==> config.mk <==
export PLATFORM = sky130hd
export DESIGN_NAME = ocmp_pulse_gen
export DESIGN_NICKNAME = d
export VERILOG_FILES = /design/src/rtl/ocmp_pkg.sv /design/src/rtl/ocmp_tbase_sel.sv /design/src/rtl/ocmp_match.sv /design/src/rtl/ocmp_duty_shadow.sv /design/src/rtl/ocmp_fault_latch.sv /design/src/rtl/ocmp_pulse_gen.sv
export SDC_FILE = /design/constraint.sdc
export NUM_CORES = 1
export LEC_CHECK = 0
export BUFFER_PORTS_ARGS = -buffer_cell sky130_fd_sc_hd__buf_2
export CAP_MARGIN = 20
export CORE_MARGIN = 10
export CORE_UTILIZATION = 48
export DETAILED_ROUTE_END_ITERATION = 6
export HOLD_SLACK_MARGIN = 0.12
export PLACE_DENSITY_LB_ADDON = 0.3
export SETUP_SLACK_MARGIN = 0.02
export SYNTH_ARGS = -nofsm -noshare
export SYNTH_HDL_FRONTEND = slang
export SYNTH_HIERARCHICAL = 1
export SYNTH_SLANG_ARGS = --single-unit
==> constraint.sdc <==
create_clock -name clk -period 3.45 [get_ports clk]
set_input_delay 1.035 -clock clk [delete_from_list [all_inputs] [get_ports clk]]
set_output_delay 1.035 -clock clk [all_outputs]
set_load 0.05 [all_outputs]
==> src/rtl/ocmp_pkg.sv <==
package ocmp_pkg;

  localparam int CTRL_W   = 4;
  localparam int MODE_W   = 3;
  localparam int TSEL_BIT = 3;

  typedef enum logic [MODE_W-1:0] {
    OCM_OFF      = 3'd0,
    OCM_SET_HI   = 3'd1,
    OCM_SET_LO   = 3'd2,
    OCM_TOGGLE   = 3'd3,
    OCM_DUAL_ONE = 3'd4,
    OCM_DUAL_RUN = 3'd5,
    OCM_PWM      = 3'd6,
    OCM_PWM_FLT  = 3'd7
  } ocm_mode_e;

  function automatic logic mode_is_pwm(input ocm_mode_e m);
    return (m == OCM_PWM) || (m == OCM_PWM_FLT);
  endfunction

  function automatic logic mode_is_dual(input ocm_mode_e m);
    return (m == OCM_DUAL_ONE) || (m == OCM_DUAL_RUN);
  endfunction

  // Pin level taken on entry to a mode.
  function automatic logic mode_entry_level(input ocm_mode_e m);
    return (m == OCM_SET_LO);
  endfunction

endpackage

==> src/rtl/ocmp_tbase_sel.sv <==
module ocmp_tbase_sel #(
  parameter int W    = 16,
  parameter int N_TB = 2,
  localparam int SEL_W = (N_TB > 1) ? $clog2(N_TB) : 1
) (
  input  logic [N_TB-1:0][W-1:0] tmr_in,
  input  logic [N_TB-1:0]        prd_in,
  input  logic [SEL_W-1:0]       sel,
  output logic [W-1:0]           tmr_out,
  output logic                   prd_out
);

  always_comb begin
    tmr_out = '0;
    prd_out = 1'b0;
    for (int i = 0; i < N_TB; i++) begin
      if (sel == SEL_W'(i)) begin
        tmr_out = tmr_in[i];
        prd_out = prd_in[i];
      end
    end
  end

endmodule

==> src/rtl/ocmp_match.sv <==
module ocmp_match #(
  parameter int W     = 16,
  parameter int N_REF = 2
) (
  input  logic                    clk,
  input  logic                    rst,
  input  logic [W-1:0]            tmr,
  input  logic [N_REF-1:0][W-1:0] ref_val,
  output logic [N_REF-1:0]        hit
);

  genvar g;
  generate
    for (g = 0; g < N_REF; g++) begin : g_cmp
      logic eq_now;
      logic eq_q;
      assign eq_now = (tmr == ref_val[g]);
      always_ff @(posedge clk) begin
        if (rst) eq_q <= 1'b0;
        else     eq_q <= eq_now;
      end
      // Event only on the first cycle of equality.
      assign hit[g] = eq_now & ~eq_q;
    end
  endgenerate

endmodule

==> src/rtl/ocmp_duty_shadow.sv <==
module ocmp_duty_shadow #(
  parameter int W = 16
) (
  input  logic         clk,
  input  logic         rst,
  input  logic         load,
  input  logic [W-1:0] shadow,
  output logic [W-1:0] duty
);

  always_ff @(posedge clk) begin
    if (rst)       duty <= '0;
    else if (load) duty <= shadow;
  end

endmodule

==> src/rtl/ocmp_fault_latch.sv <==
module ocmp_fault_latch (
  input  logic clk,
  input  logic rst,
  input  logic arm,
  input  logic clear,
  input  logic fault_n,
  output logic trip,
  output logic flag
);

  assign trip = arm & ~fault_n;

  always_ff @(posedge clk) begin
    if (rst)        flag <= 1'b0;
    else if (clear) flag <= 1'b0;
    else if (trip)  flag <= 1'b1;
  end

endmodule

==> src/rtl/ocmp_pulse_gen.sv <==
module ocmp_pulse_gen
  import ocmp_pkg::*;
#(
  parameter int W = 16
) (
  input  logic              clk,
  input  logic              rst,
  input  logic [W-1:0]      tmr_a,
  input  logic [W-1:0]      tmr_b,
  input  logic              prd_a,
  input  logic              prd_b,
  input  logic [W-1:0]      cmp_pri,
  input  logic [W-1:0]      cmp_sec,
  input  logic [CTRL_W-1:0] ctrl,
  input  logic              fault_n,
  output logic              oc_pin,
  output logic              oc_irq,
  output logic              fault_flag
);

  localparam int N_TB  = 2;
  localparam int N_REF = 2;
  localparam int REF_PRI = 0;
  localparam int REF_SEC = 1;

  ocm_mode_e mode, mode_q;
  logic      mode_chg;
  logic      pwm_sel;

  assign mode     = ocm_mode_e'(ctrl[MODE_W-1:0]);
  assign mode_chg = (mode != mode_q);
  assign pwm_sel  = mode_is_pwm(mode);

  always_ff @(posedge clk) begin
    if (rst) mode_q <= OCM_OFF;
    else     mode_q <= mode;
  end

  // Time base selection
  logic [W-1:0] tb_cnt;
  logic         tb_prd;

  ocmp_tbase_sel #(.W(W), .N_TB(N_TB)) u_tbase (
    .tmr_in  ({tmr_b, tmr_a}),
    .prd_in  ({prd_b, prd_a}),
    .sel     (ctrl[TSEL_BIT]),
    .tmr_out (tb_cnt),
    .prd_out (tb_prd)
  );

  // Working duty register
  logic [W-1:0] duty_q;
  logic         duty_load;

  assign duty_load = mode_chg | (pwm_sel & tb_prd);

  ocmp_duty_shadow #(.W(W)) u_duty (
    .clk    (clk),
    .rst    (rst),
    .load   (duty_load),
    .shadow (cmp_pri),
    .duty   (duty_q)
  );

  // Compare events
  logic [N_REF-1:0][W-1:0] refs;
  logic [N_REF-1:0]        hit;

  always_comb begin
    refs[REF_PRI] = cmp_pri;
    refs[REF_SEC] = pwm_sel ? duty_q : cmp_sec;
  end

  ocmp_match #(.W(W), .N_REF(N_REF)) u_match (
    .clk     (clk),
    .rst     (rst),
    .tmr     (tb_cnt),
    .ref_val (refs),
    .hit     (hit)
  );

  // Fault shutdown
  logic trip;
  logic flt_arm;

  assign flt_arm = (mode == OCM_PWM_FLT) & ~mode_chg;

  ocmp_fault_latch u_fault (
    .clk     (clk),
    .rst     (rst),
    .arm     (flt_arm),
    .clear   (mode_chg),
    .fault_n (fault_n),
    .trip    (trip),
    .flag    (fault_flag)
  );

  // Pin sequencing
  logic pin_q, pin_d;
  logic irq_q, irq_d;
  logic done_q, done_d;

  always_comb begin
    pin_d  = pin_q;
    irq_d  = 1'b0;
    done_d = done_q;
    if (mode_chg) begin
      pin_d  = mode_entry_level(mode);
      done_d = 1'b0;
    end else begin
      unique case (mode)
        OCM_OFF: pin_d = 1'b0;
        OCM_SET_HI: begin
          if (hit[REF_PRI]) begin
            pin_d = 1'b1;
            irq_d = 1'b1;
          end
        end
        OCM_SET_LO: begin
          if (hit[REF_PRI]) begin
            pin_d = 1'b0;
            irq_d = 1'b1;
          end
        end
        OCM_TOGGLE: begin
          if (hit[REF_PRI]) begin
            pin_d = ~pin_q;
            irq_d = 1'b1;
          end
        end
        OCM_DUAL_ONE, OCM_DUAL_RUN: begin
          if (pin_q && hit[REF_SEC]) begin
            pin_d = 1'b0;
            irq_d = 1'b1;
            if (mode == OCM_DUAL_ONE) done_d = 1'b1;
          end else if (!pin_q && hit[REF_PRI] && !done_q) begin
            pin_d = 1'b1;
          end
        end
        OCM_PWM, OCM_PWM_FLT: begin
          if (trip || fault_flag) begin
            pin_d = 1'b0;
          end else if (tb_prd) begin
            pin_d = 1'b1;
            irq_d = 1'b1;
          end else if (hit[REF_SEC]) begin
            pin_d = 1'b0;
          end
        end
        default: pin_d = 1'b0;
      endcase
    end
  end

  always_ff @(posedge clk) begin
    if (rst) begin
      pin_q  <= 1'b0;
      irq_q  <= 1'b0;
      done_q <= 1'b0;
    end else begin
      pin_q  <= pin_d;
      irq_q  <= irq_d;
      done_q <= done_d;
    end
  end

  assign oc_pin = pin_q;
  assign oc_irq = irq_q;

endmodule

; ---- After elaboration in Yosys (flattened, before gate mapping)
; Index checks and enable logic that the tools add are counted.
[totals]
register_bits = 25
out_inout_bits = 3
in_bits = 73
[op_classes]
reduce_logical = 14
n_eq_ne = 15
muxes = 18
n_bitwise = 11
[op_table]
columns = operator, n
row1 = $eq A16 B16 Y1, 2
row2 = $mux W16, 2
row3 = $mux W1, 14
row4 = $eq A3 B3 Y1 const B, 4
row5 = $ne A3 B3 Y1 const B, 3
row6 = $eq A3 B2 Y1 const B, 2
row7 = $pmux W1 S6, 1
row8 = $reduce_or A2 Y1, 3
row9 = $and A1 B1 Y1, 5
row10 = $ne A5 B5 Y1 const B, 1
row11 = $not A1 Y1, 5
row12 = $reduce_and A5 Y1, 1
row13 = $ne A4 B4 Y1 const B, 1
row14 = $eq A3 B1 Y1 const B, 1
row15 = $logic_and A1 B1 Y1, 3
row16 = $logic_not A3 Y1, 1
row17 = $ne A3 B3 Y1, 1
row18 = $pmux W1 S3, 1
row19 = $reduce_and A3 Y1, 1
row20 = $reduce_or A3 Y1, 1
row21 = $logic_not A1 Y1, 2
row22 = $logic_or A1 B1 Y1, 2
row23 = $or A1 B1 Y1, 1

; ---- Longest topological paths before layout
; Gate-level depths: netlist (run 1).
[logic_depth]
word_depth = 10
mapped_depth = 13

; ---- By module
; The synthesis (run 1) kept the hierarchy.
[modules_own_cells]
columns = module, area_each_um2, instances, cells_per_inst, seq_area_each_um2
row1 = ocmp_duty_shadow, 580.6, 1, 52, 320.3
row2 = ocmp_pulse_gen, 561.8, 1, 61, 120.1
row3 = ocmp_match, 397.9, 1, 48, 40.0
row4 = ocmp_tbase_sel, 260.2, 1, 19, 0.0
row5 = ocmp_fault_latch, 45.0, 1, 4, 20.0

; ---- Worst setup path before layout (run 1)
; OpenSTA, ideal clock, no wires.
[synth_path]
kind = input -> register
start = input ctrl[2]
end = register pin_q (netlist: oc_pin)
arrival_time_ps = 3150
stages = 12
slack_ps = 172
t_required_ps = 3322
setup_ps = 128
path_cell_list = buf_4 -> nand2_4 -> buf_2 -> mux2_2 -> xor2_1 -> nor4_1 -> nand4_1 -> nor2_1 -> a2111oi_1 -> nor3_1 -> mux2i_1 -> o22ai_1
[synth_rtl]
columns = element, line_no
row1 = "start, declared", ocmp_pulse_gen.sv:14  ; input logic [CTRL_W-1:0] ctrl,
row2 = "end signal, assigned", ocmp_pulse_gen.sv:161  ; pin_q <= pin_d;
row3 = "end, declared", ocmp_pulse_gen.sv:99  ; logic pin_q, pin_d;

; ---- Worst setup path in the final report (run 1)
[layout_path]
start = input ctrl[3]
end = register pin_q (netlist: oc_pin)
[layout_via]
elab_chain_len = 7
[layout_rtl]
columns = element, line_no
row1 = $mux W16 *, ocmp_tbase_sel.sv:17  ; if (sel == SEL_W'(i)) begin
row2 = named net tb_cnt[5], ocmp_pulse_gen.sv:40  ; logic [W-1:0] tb_cnt;
row3 = $eq A16 B16 Y1 *, ocmp_match.sv:17  ; assign eq_now = (tmr == ref_val[g]);
row4 = $and A1 B1 Y1 *, ocmp_match.sv:23  ; assign hit[g] = eq_now & ~eq_q;
row5 = named net hit[1], ocmp_pulse_gen.sv:67  ; logic [N_REF-1:0] hit;
row6 = $logic_and A1 B1 Y1, ocmp_pulse_gen.sv:132  ; if (pin_q && hit[REF_SEC]) begin
row7 = $mux W1, ocmp_pulse_gen.sv:132
row8 = $pmux W1 S6, ocmp_pulse_gen.sv:111  ; unique case (mode)
row9 = $mux W1, ocmp_pulse_gen.sv:107  ; if (mode_chg) begin
; Mark *: on every way through the listed nets, which the timed path passes. The rest lies on a longest branch.
; A chain may end at the register's enable or synchronous reset.

==> metrics.txt, run 1 <==
Hold Slack=0.4952 ns; die area=0.006725 sq mm; Max Cap Viol=0; net count after synthesis=257; Total GRT Usage=0.1432; Tmin final=3.266 ns; Setup violations, final=0; EDFF count, synth=0; P_leak=1.195 nW; via count=1,564; Slew Viols, Final=0; Worst-path clk slew=0.09 ns; Synth Cell Area=0.001846 sq mm; crit path launch type=input port; first-pass GRT wire length=7700 um; Synth top area share=0.2712; fin util=0.6350; unrepaired setup endpoints after global routing=no; cell taking the most area after synthesis=dfxtp_1; DP Wirelength=3978 um; Post-DRT Antenna Nets=0; clock sink count=25; CTS H-tree lvls=1; WL final=4819 um; HP Class=reg -> reg; DR DRC count=0; most common cell in the netlist=xor2_1; Max IR drop VDD=0.1941 mV; synthesized area per cell=10.03 sq um; clk root buf=clkbuf_8; pwr dens=303.7 mW/mm^2; crit end category=flip-flop; FP Rows=22; die height=82.01 um; gp weighted congestion=0.8242; CP max FO=10; CTS tree=built; Final WS setup=0.1845 ns; largest net degree at the start of global routing=24; Final period util=0.9465; initial core utilization=0.5003; initial antenna violation count=0; Num CTS Buffers=3; worst-margin pin slew=0.8928 ns; Async SR Flop Fraction=0; largest cells by area after synthesis=dfxtp_1 27%, xor2_1 17%, mux2_2 14%; drt first pass iters=4; ys flop type=dfxtp_1; Netlist cell types=35; outcome=complete, no violations; Clock Skew=0.008032 ns; internal reg-to-reg setup slack=1.08 ns; port bufs=75; worst path required time=3.61 ns; Iteration-0 DRC Markers=24; Core Area=0.003689 sq mm; CP Class=in -> reg; Ys Warns=6; Critical Path AT=3.42 ns; P&R area growth vs syn=26.92%; Clock Tree Buf Depth=2; Post-CTS Setup Bufs=0; WL/cell=15.40 um; Final Hold Fails=0; total gr overflow=0; Setup WS pre-CTS=-0.1266 ns; Post-CTS Hold Fix Bufs=0; Ant. Diodes=0; Die Wd=82.01 um; Worst slew margin=0.4048; via density per instance=4.997; I/O pin cnt=76; Met2 Wirelength=2548 um; clk_lat worst skew=0.27 ns; Syn Inst Count=184; post-layout net count=339; Fillers=359; met3 wire length=322 um; sequential element share of the synthesized area=0.2712; # resized after CTS=0; highest clock rate=306.2 MHz; layout cell share with drive strength beyond 1=0.4981; synth cell count leaders=35 x xor2_1, 28 x nor2_1, 25 x dfxtp_1, 23 x mux2_2, 17 x mux2i_1; M1 WL=1898 um; Synth Register Bits=25; number of global-route vias before repair=1,770; Max Used Layer=met4
## where the power goes
group / total (mW) / internal (mW) / switching (mW)
Sequential: 0.312 / 0.304 / 0.00784
Combinational: 0.224 / 0.120 / 0.104
Clock: 0.175 / 0.0808 / 0.0943
Total: 0.711 / 0.505 / 0.207
## state kept, by name, indices dropped and copies added (netlist names)
register / count
u_duty/duty: 16
mode_q: 3
u_match/g_cmp.eq_q: 2
done_q: 1
oc_irq: 1
oc_pin: 1
u_fault/flag: 1
## metal layers
metal	global-route usage	vias to the layer above
li1	-	801
met1	0.1474	707
met2	0.2712	50
met3	0.04476	6
met4	0.03912	0
met5	0	-
## layout make-up
type | count | area, sq um | area share
inverter | 2 | 7.507 | 0.003205
clock buffer | 3 | 41.29 | 0.01763
clock inverter | 1 | 5.005 | 0.002137
sequential | 25 | 500.5 | 0.2137
tap | 48 | 60.06 | 0.02564
multi-input combinational | 148 | 1257 | 0.5369
timing repair buffer | 86 | 470.5 | 0.2009
## critical path, stage by stage
cell	delay, ns
buf_2	0.20
buf_12	0.17
mux2_4	0.32
xor2_1	0.18
nor4_1	0.35
buf_4	0.17
nand4_1	0.12
nor2_2	0.21
nor4b_1	0.08
nor3_1	0.26
mux2i_1	0.23
o22ai_1	0.09
## per-stage QoR
| stage | setup TNS (ns) | total power, mW | instance area, sq um | instances |
|---|---|---|---|---|
| 3_3_place_gp | -0.1079 | 0.5354 | 2281 | 309 |
| 2_1_floorplan | 0 | 0.4683 | 1846 | 184 |
| 4_1_cts | 0 | 0.7166 | 2327 | 313 |
| 6_report | 0 | 0.7114 | 2342 | 313 |
| 5_1_grt | 0 | 0.7537 | 2342 | 313 |
| 3_5_place_dp | -0.1266 | 0.5394 | 2281 | 309 |
## cells in the final DEF (no fill, tap or decap)
| cell | n |
|---|---|
| buf_2 | 75 |
| xor2_1 | 35 |
| nor2_1 | 27 |
| dfxtp_1 | 25 |
| mux2_2 | 23 |
| mux2i_1 | 17 |
| buf_4 | 10 |
| mux2_4 | 10 |
| nor4_1 | 6 |
| nor3_1 | 3 |
| clkbuf_8 | 3 |
| inv_1 | 2 |
| nand2_1 | 2 |
| nor2b_1 | 2 |
| nor4_2 | 2 |
| nand4_1 | 2 |
| nand2_4 | 1 |
| nor3_2 | 1 |
| and2_1 | 1 |
| a21o_1 | 1 |
| and3_1 | 1 |
| nand3_1 | 1 |
| nand4b_1 | 1 |
| nand2b_2 | 1 |
| a311oi_2 | 1 |
| a21oi_1 | 1 |
| nor2b_2 | 1 |
| o31ai_1 | 1 |
| nor4b_1 | 1 |
| nor3b_1 | 1 |
| a2111oi_1 | 1 |
| o22ai_1 | 1 |
| clkinv_2 | 1 |
| nor2b_4 | 1 |
| o21a_1 | 1 |
| nor2_2 | 1 |
| buf_12 | 1 |
## cell families (layout without fill, tap and decap cells)
group           after synthesis  in the layout  synth area share
buf+inv                      11             92           0.05559
mux                          50             50            0.3139
simple gates                 56             56            0.1614
compound gates                7              7           0.03187
flops                        25             25            0.2712
xor+xnor                     35             35            0.1661
## worst paths after layout
kind	end	from	depth (start not counted)
max reg2reg	oc_pin$_SDFFE_PP0P_	u_duty/duty[5]$_SDFFE_PP0P_	10
min	done_q$_SDFFE_PP0P_	done_q$_SDFFE_PP0P_	2
max	oc_pin$_SDFFE_PP0P_	ctrl[3]	12
min reg2reg	done_q$_SDFFE_PP0P_	done_q$_SDFFE_PP0P_	2
(Power assumes the default switching activity.)
==> run 2: changes to the inputs <==
--- a/config.mk
+++ b/config.mk
@@ -11,8 +11,9 @@
 export CORE_UTILIZATION = 48
 export DETAILED_ROUTE_END_ITERATION = 6
 export HOLD_SLACK_MARGIN = 0.12
-export PLACE_DENSITY_LB_ADDON = 0.3
+export PLACE_DENSITY = 0.9
 export SETUP_SLACK_MARGIN = 0.02
+export SKIP_LAST_GASP = 1
 export SYNTH_ARGS = -nofsm -noshare
 export SYNTH_HDL_FRONTEND = slang
 export SYNTH_HIERARCHICAL = 1
==> constraint.sdc (replaced) <==
create_clock -name clk -period 3.45 [get_ports clk]
set_input_delay 1.035 -clock clk [delete_from_list [all_inputs] [get_ports clk]]
set_output_delay 1.035 -clock clk [all_outputs]
set_load 0.005 [all_outputs]
==> metrics.txt, run 2 (synthesis results as in run 1) <==
post-route insts no fill=306; P&R area growth vs syn=23.19%; gp weighted congestion=0.9031; I/O pin cnt=76; Reg2Reg Depth=9; hold path depth=2; Total GRT Usage=0.1488; Final period util=0.9377; HP Class=reg -> reg; Ant. Diodes=0; CTS tree=built; Worst slew margin=0.4138; setup TNS=0 ns; Core Area=0.003689 sq mm; crit end category=flip-flop; commonest non-fill, non-tap cells in the layout=75 x buf_2, 35 x xor2_1, 28 x nor2_1; first-pass GRT wire length=7983 um; dpl cells=302; worst r2r src=u_duty/duty[5]$_SDFFE_PP0P_; via density per instance=5.127; Worst-path clk slew=0.09 ns; max FFs per register=16; Post-CTS Hold Fix Bufs=0; most common cell after layout, fill and taps aside=buf_2; DR DRC count=0; total gr overflow=0; Max IR drop VDD=0.1367 mV; WL final=4901 um; worst-margin pin slew=0.8792 ns; Clock Tree Buf Depth=2; Clock Skew=0.002765 ns; number of global-route vias before repair=1,803; layout cell share with drive strength beyond 1=0.4690; CP max FO=10; Placed Area=0.002228 sq mm; initial core utilization=0.5003; WL/cell=16.02 um; worst path required time=3.60 ns; highest clock rate=309.1 MHz; FP Rows=22; Hold Slack=0.4945 ns; outcome=complete, no violations; initial antenna violation count=0; fin util=0.6164; Num CTS Buffers=3; via count=1,569; DP Wirelength=4107 um; hold wc startpoint=done_q$_SDFFE_PP0P_; Setup violations, final=0; Most flops, register=u_duty/duty; unrepaired setup endpoints after global routing=no; R2R Path End=oc_pin$_SDFFE_PP0P_; pwr dens=309.1 mW/mm^2; post-layout net count=332; Layout Cell Area excl Fill=0.002273 sq mm; clk_lat worst skew=0.27 ns; P_leak=1.159 nW; CTS H-tree lvls=1; Die Wd=82.01 um; clock sink count=25; clk root buf=clkbuf_8; port bufs=75; die height=82.01 um; Iteration-0 DRC Markers=150; Post-CTS Setup Bufs=0; CP Class=in -> reg; largest net degree at the start of global routing=24; worst hold path endpoint=done_q$_SDFFE_PP0P_; internal reg-to-reg setup slack=1.14 ns; # resized after CTS=0; die area=0.006725 sq mm; crit path launch type=input port; Tmin final=3.235 ns; Critical Path AT=3.38 ns; Post-DRT Antenna Nets=0; largest registers=u_duty/duty x16, mode_q x3, u_match/g_cmp.eq_q x2; Slew Viols, Final=0; drt first pass iters=4; Final Hold Fails=0; Max Cap Viol=0
-- run 2: changes by cell type in the layout (fill, tap and decap cells not counted) --
| cell | previous run | this run |
|---|---|---|
| buf_4 | 10 | 3 |
| clkbuf_1 | 0 | 1 |
| clkinv_2 | 1 | 0 |
| nor2_1 | 27 | 28 |
| nor2_2 | 1 | 0 |
| nor4_1 | 6 | 8 |
| nor4_2 | 2 | 0 |
-- run 2: final cells by class --
type                    count  area [sq um]
repair buffers             79         417.9
clock buffers               4         45.04
inverters                   2         7.507
well taps                  48         60.06
multi-input cells         148          1242
flip-flops and latches     25         500.5
fillers                   331          1415
-- run 2: worst max-delay path by stage --
stage               slack, ns  startpoint                   to
floorplan                0.20     ctrl[2]  oc_pin$_SDFFE_PP0P_
global placement         0.03     ctrl[2]  oc_pin$_SDFFE_PP0P_
detailed placement      -0.05     ctrl[3]  oc_pin$_SDFFE_PP0P_
CTS                      0.23     ctrl[3]  oc_pin$_SDFFE_PP0P_
global route             0.02     ctrl[3]  oc_pin$_SDFFE_PP0P_
finish                   0.21     ctrl[3]  oc_pin$_SDFFE_PP0P_
-- run 2: report_power, final --
part | internal, mW | switching, mW
logic | 0.114 | 0.101
registers | 0.304 | 0.00828
clock network | 0.0826 | 0.0932
-- run 2: per-layer routing --
metal / up-vias / track usage / part of all wire
li1: 788 / - / -
met1: 720 / 0.1552 / 0.39
met2: 57 / 0.2712 / 0.51
met3: 4 / 0.05240 / 0.091
met4: 0 / 0.04932 / 0.0086
met5: - / 0 / 0
-- run 2: metrics by stage --
step | setup WS (ns) | power (mW)
6_report | 0.2149 | 0.7028
5_1_grt | 0.02454 | 0.7354
4_1_cts | 0.2349 | 0.7051
3_5_place_dp | -0.04757 | 0.5326
3_3_place_gp | 0.03498 | 0.5244
2_1_floorplan | 0.1962 | 0.4661
-- run 2: critical path, cell delays in order --
cell and delay, ns:
buf_2 0.22, buf_12 0.18, mux2_4 0.32, xor2_1 0.17, nor4_1 0.38, nand4_1 0.16, nor2_1 0.27, nor4b_1 0.11
nor3_1 0.23, mux2i_1 0.21, o22ai_1 0.10
==> run 3: changes to the inputs <==
--- a/config.mk
+++ b/config.mk
@@ -5,13 +5,13 @@
 export SDC_FILE = /design/constraint.sdc
 export NUM_CORES = 1
 export LEC_CHECK = 0
-export BUFFER_PORTS_ARGS = -buffer_cell sky130_fd_sc_hd__buf_2
 export CAP_MARGIN = 20
 export CORE_MARGIN = 10
-export CORE_UTILIZATION = 48
+export CORE_UTILIZATION = 55
 export DETAILED_ROUTE_END_ITERATION = 6
+export DONT_BUFFER_PORTS = 1
 export HOLD_SLACK_MARGIN = 0.12
-export PLACE_DENSITY = 0.9
+export PLACE_DENSITY = 0.8
 export SETUP_SLACK_MARGIN = 0.02
 export SKIP_LAST_GASP = 1
 export SYNTH_ARGS = -nofsm -noshare
==> metrics.txt, run 3 (synthesis results as in run 1) <==
outcome=complete, no violations; Post-DRT Antenna Nets=0; Most flops, register=u_duty/duty; Clock Tree Buf Depth=2; CP max FO=17; Clock Skew=0.003946 ns; first-pass GRT wire length=7024 um; dpl cells=219; crit end category=flip-flop; die area=0.006072 sq mm; Ant. Diodes=0; WL/cell=19.78 um; Worst slew margin=0.4180; P_leak=0.8301 nW; clock sink count=25; via count=1,277; most common cell after layout, fill and taps aside=xor2_1; Max IR drop VDD=0.2361 mV; commonest non-fill, non-tap cells in the layout=35 x xor2_1, 28 x nor2_1, 25 x dfxtp_1; via density per instance=5.726; Final period util=0.8878; CP Class=in -> reg; CTS tree=built; Worst-path clk slew=0.14 ns; Critical Path AT=3.27 ns; highest clock rate=326.5 MHz; post-layout net count=253; Layout Cell Area excl Fill=0.001833 sq mm; Setup violations, final=0; Max Cap Viol=0; WL final=4410 um; Core Area=0.003128 sq mm; Total GRT Usage=0.1413; Tmin final=3.063 ns; worst path required time=3.66 ns; P&R area growth vs syn=-0.6779%; Final Hold Fails=0; FP Rows=20; DR DRC count=0; layout cell share with drive strength beyond 1=0.2402; DP Wirelength=3652 um; total gr overflow=0; CP peak stage delay=0.41 ns; pwr dens=324.6 mW/mm^2; die height=77.93 um; Iteration-0 DRC Markers=88; I/O pin cnt=76; max FFs per register=16; drt first pass iters=4; Slew Viols, Final=0; largest net degree at the start of global routing=24; Cell Chain, Critical Path=nand2_4, mux2_2, xor2_1, nor4_1, nand4_1, nor2_1, nor4b_1, nor3_1, mux2i_1, o22ai_1; CTS H-tree lvls=1; setup TNS=0 ns; gp weighted congestion=0.7929; Placed Area=0.001805 sq mm; unrepaired setup endpoints after global routing=no; Post-CTS Hold Fix Bufs=0; Die Wd=77.93 um; HP Class=reg -> reg; post-route insts no fill=223; Num CTS Buffers=3; worst-margin pin slew=0.8730 ns; crit path launch type=input port; initial core utilization=0.5900; number of global-route vias before repair=1,434; Post-CTS Setup Bufs=0; CP Buf/Inv Count=0; clk_lat worst skew=0.32 ns; Fillers=281; # resized after CTS=0; port bufs=0; largest registers=u_duty/duty x16, mode_q x3, u_match/g_cmp.eq_q x2; CP delay by family, top=simple AND/OR/NAND/NOR gates; initial antenna violation count=0; CP max stage cell=nor4_1; clk root buf=clkbuf_4
run 3: metal layers:
layer	GRT usage	vias up	share of wire
met4	0.03943	0	0.0091
met5	0	-	0
met1	0.1372	604	0.36
met3	0.07258	4	0.11
met2	0.2570	45	0.53
li1	-	624	-
run 3: stage by stage:
| step | setup slack [ns] | power (mW) | hold slack (ns) | utilization |
|---|---|---|---|---|
| after floorplan | 0.1962 | 0.4661 | 0.4413 | - |
| after global placement | 0.2247 | 0.4634 | 0.4665 | 0.5772 |
| after detailed placement | 0.08777 | 0.4698 | 0.4715 | 0.5772 |
| after CTS | 0.4506 | 0.5996 | 0.5144 | 0.5860 |
| after global routing | 0.2870 | 0.6286 | 0.5416 | 0.5860 |
| final | 0.3872 | 0.5951 | 0.5083 | 0.5860 |
run 3: worst paths after layout:
kind                                  endpoint  slack [ns]  depth (start not counted)                    startpoint
setup / recovery           oc_pin$_SDFFE_PP0P_        0.39                         10                       ctrl[2]
hold reg to reg   u_duty/duty[10]$_SDFFE_PP0P_        0.51                          2  u_duty/duty[10]$_SDFFE_PP0P_
hold / removal    u_duty/duty[10]$_SDFFE_PP0P_        0.51                          2  u_duty/duty[10]$_SDFFE_PP0P_
setup reg to reg           oc_pin$_SDFFE_PP0P_        1.07                          9   u_duty/duty[9]$_SDFFE_PP0P_
run 3: area by class of cell:
cell class	instances	area, sq um	area share
clock buffers	3	22.52	0.01229
clock inverters	1	5.005	0.002730
inverters	2	7.507	0.004096
multi-input cells	148	1242	0.6778
flip-flops and latches	25	500.5	0.2730
well taps	44	55.05	0.03003
run 3: power breakdown:
part / total, mW / internal (mW) / switching (mW)
Sequential: 0.313 / 0.305 / 0.00842
Clock: 0.132 / 0.0434 / 0.0882
Combinational: 0.150 / 0.0822 / 0.0680
run 3: worst register-to-register path, cell delays in order, from the launching register on:
cell and delay, ns:
dfxtp_1 0.34, mux2_2 0.27, xor2_1 0.14, nor4_1 0.41, nand4_1 0.17, nor2_1 0.25
nor4b_1 0.10, nor3_1 0.25, mux2i_1 0.22, o22ai_1 0.11
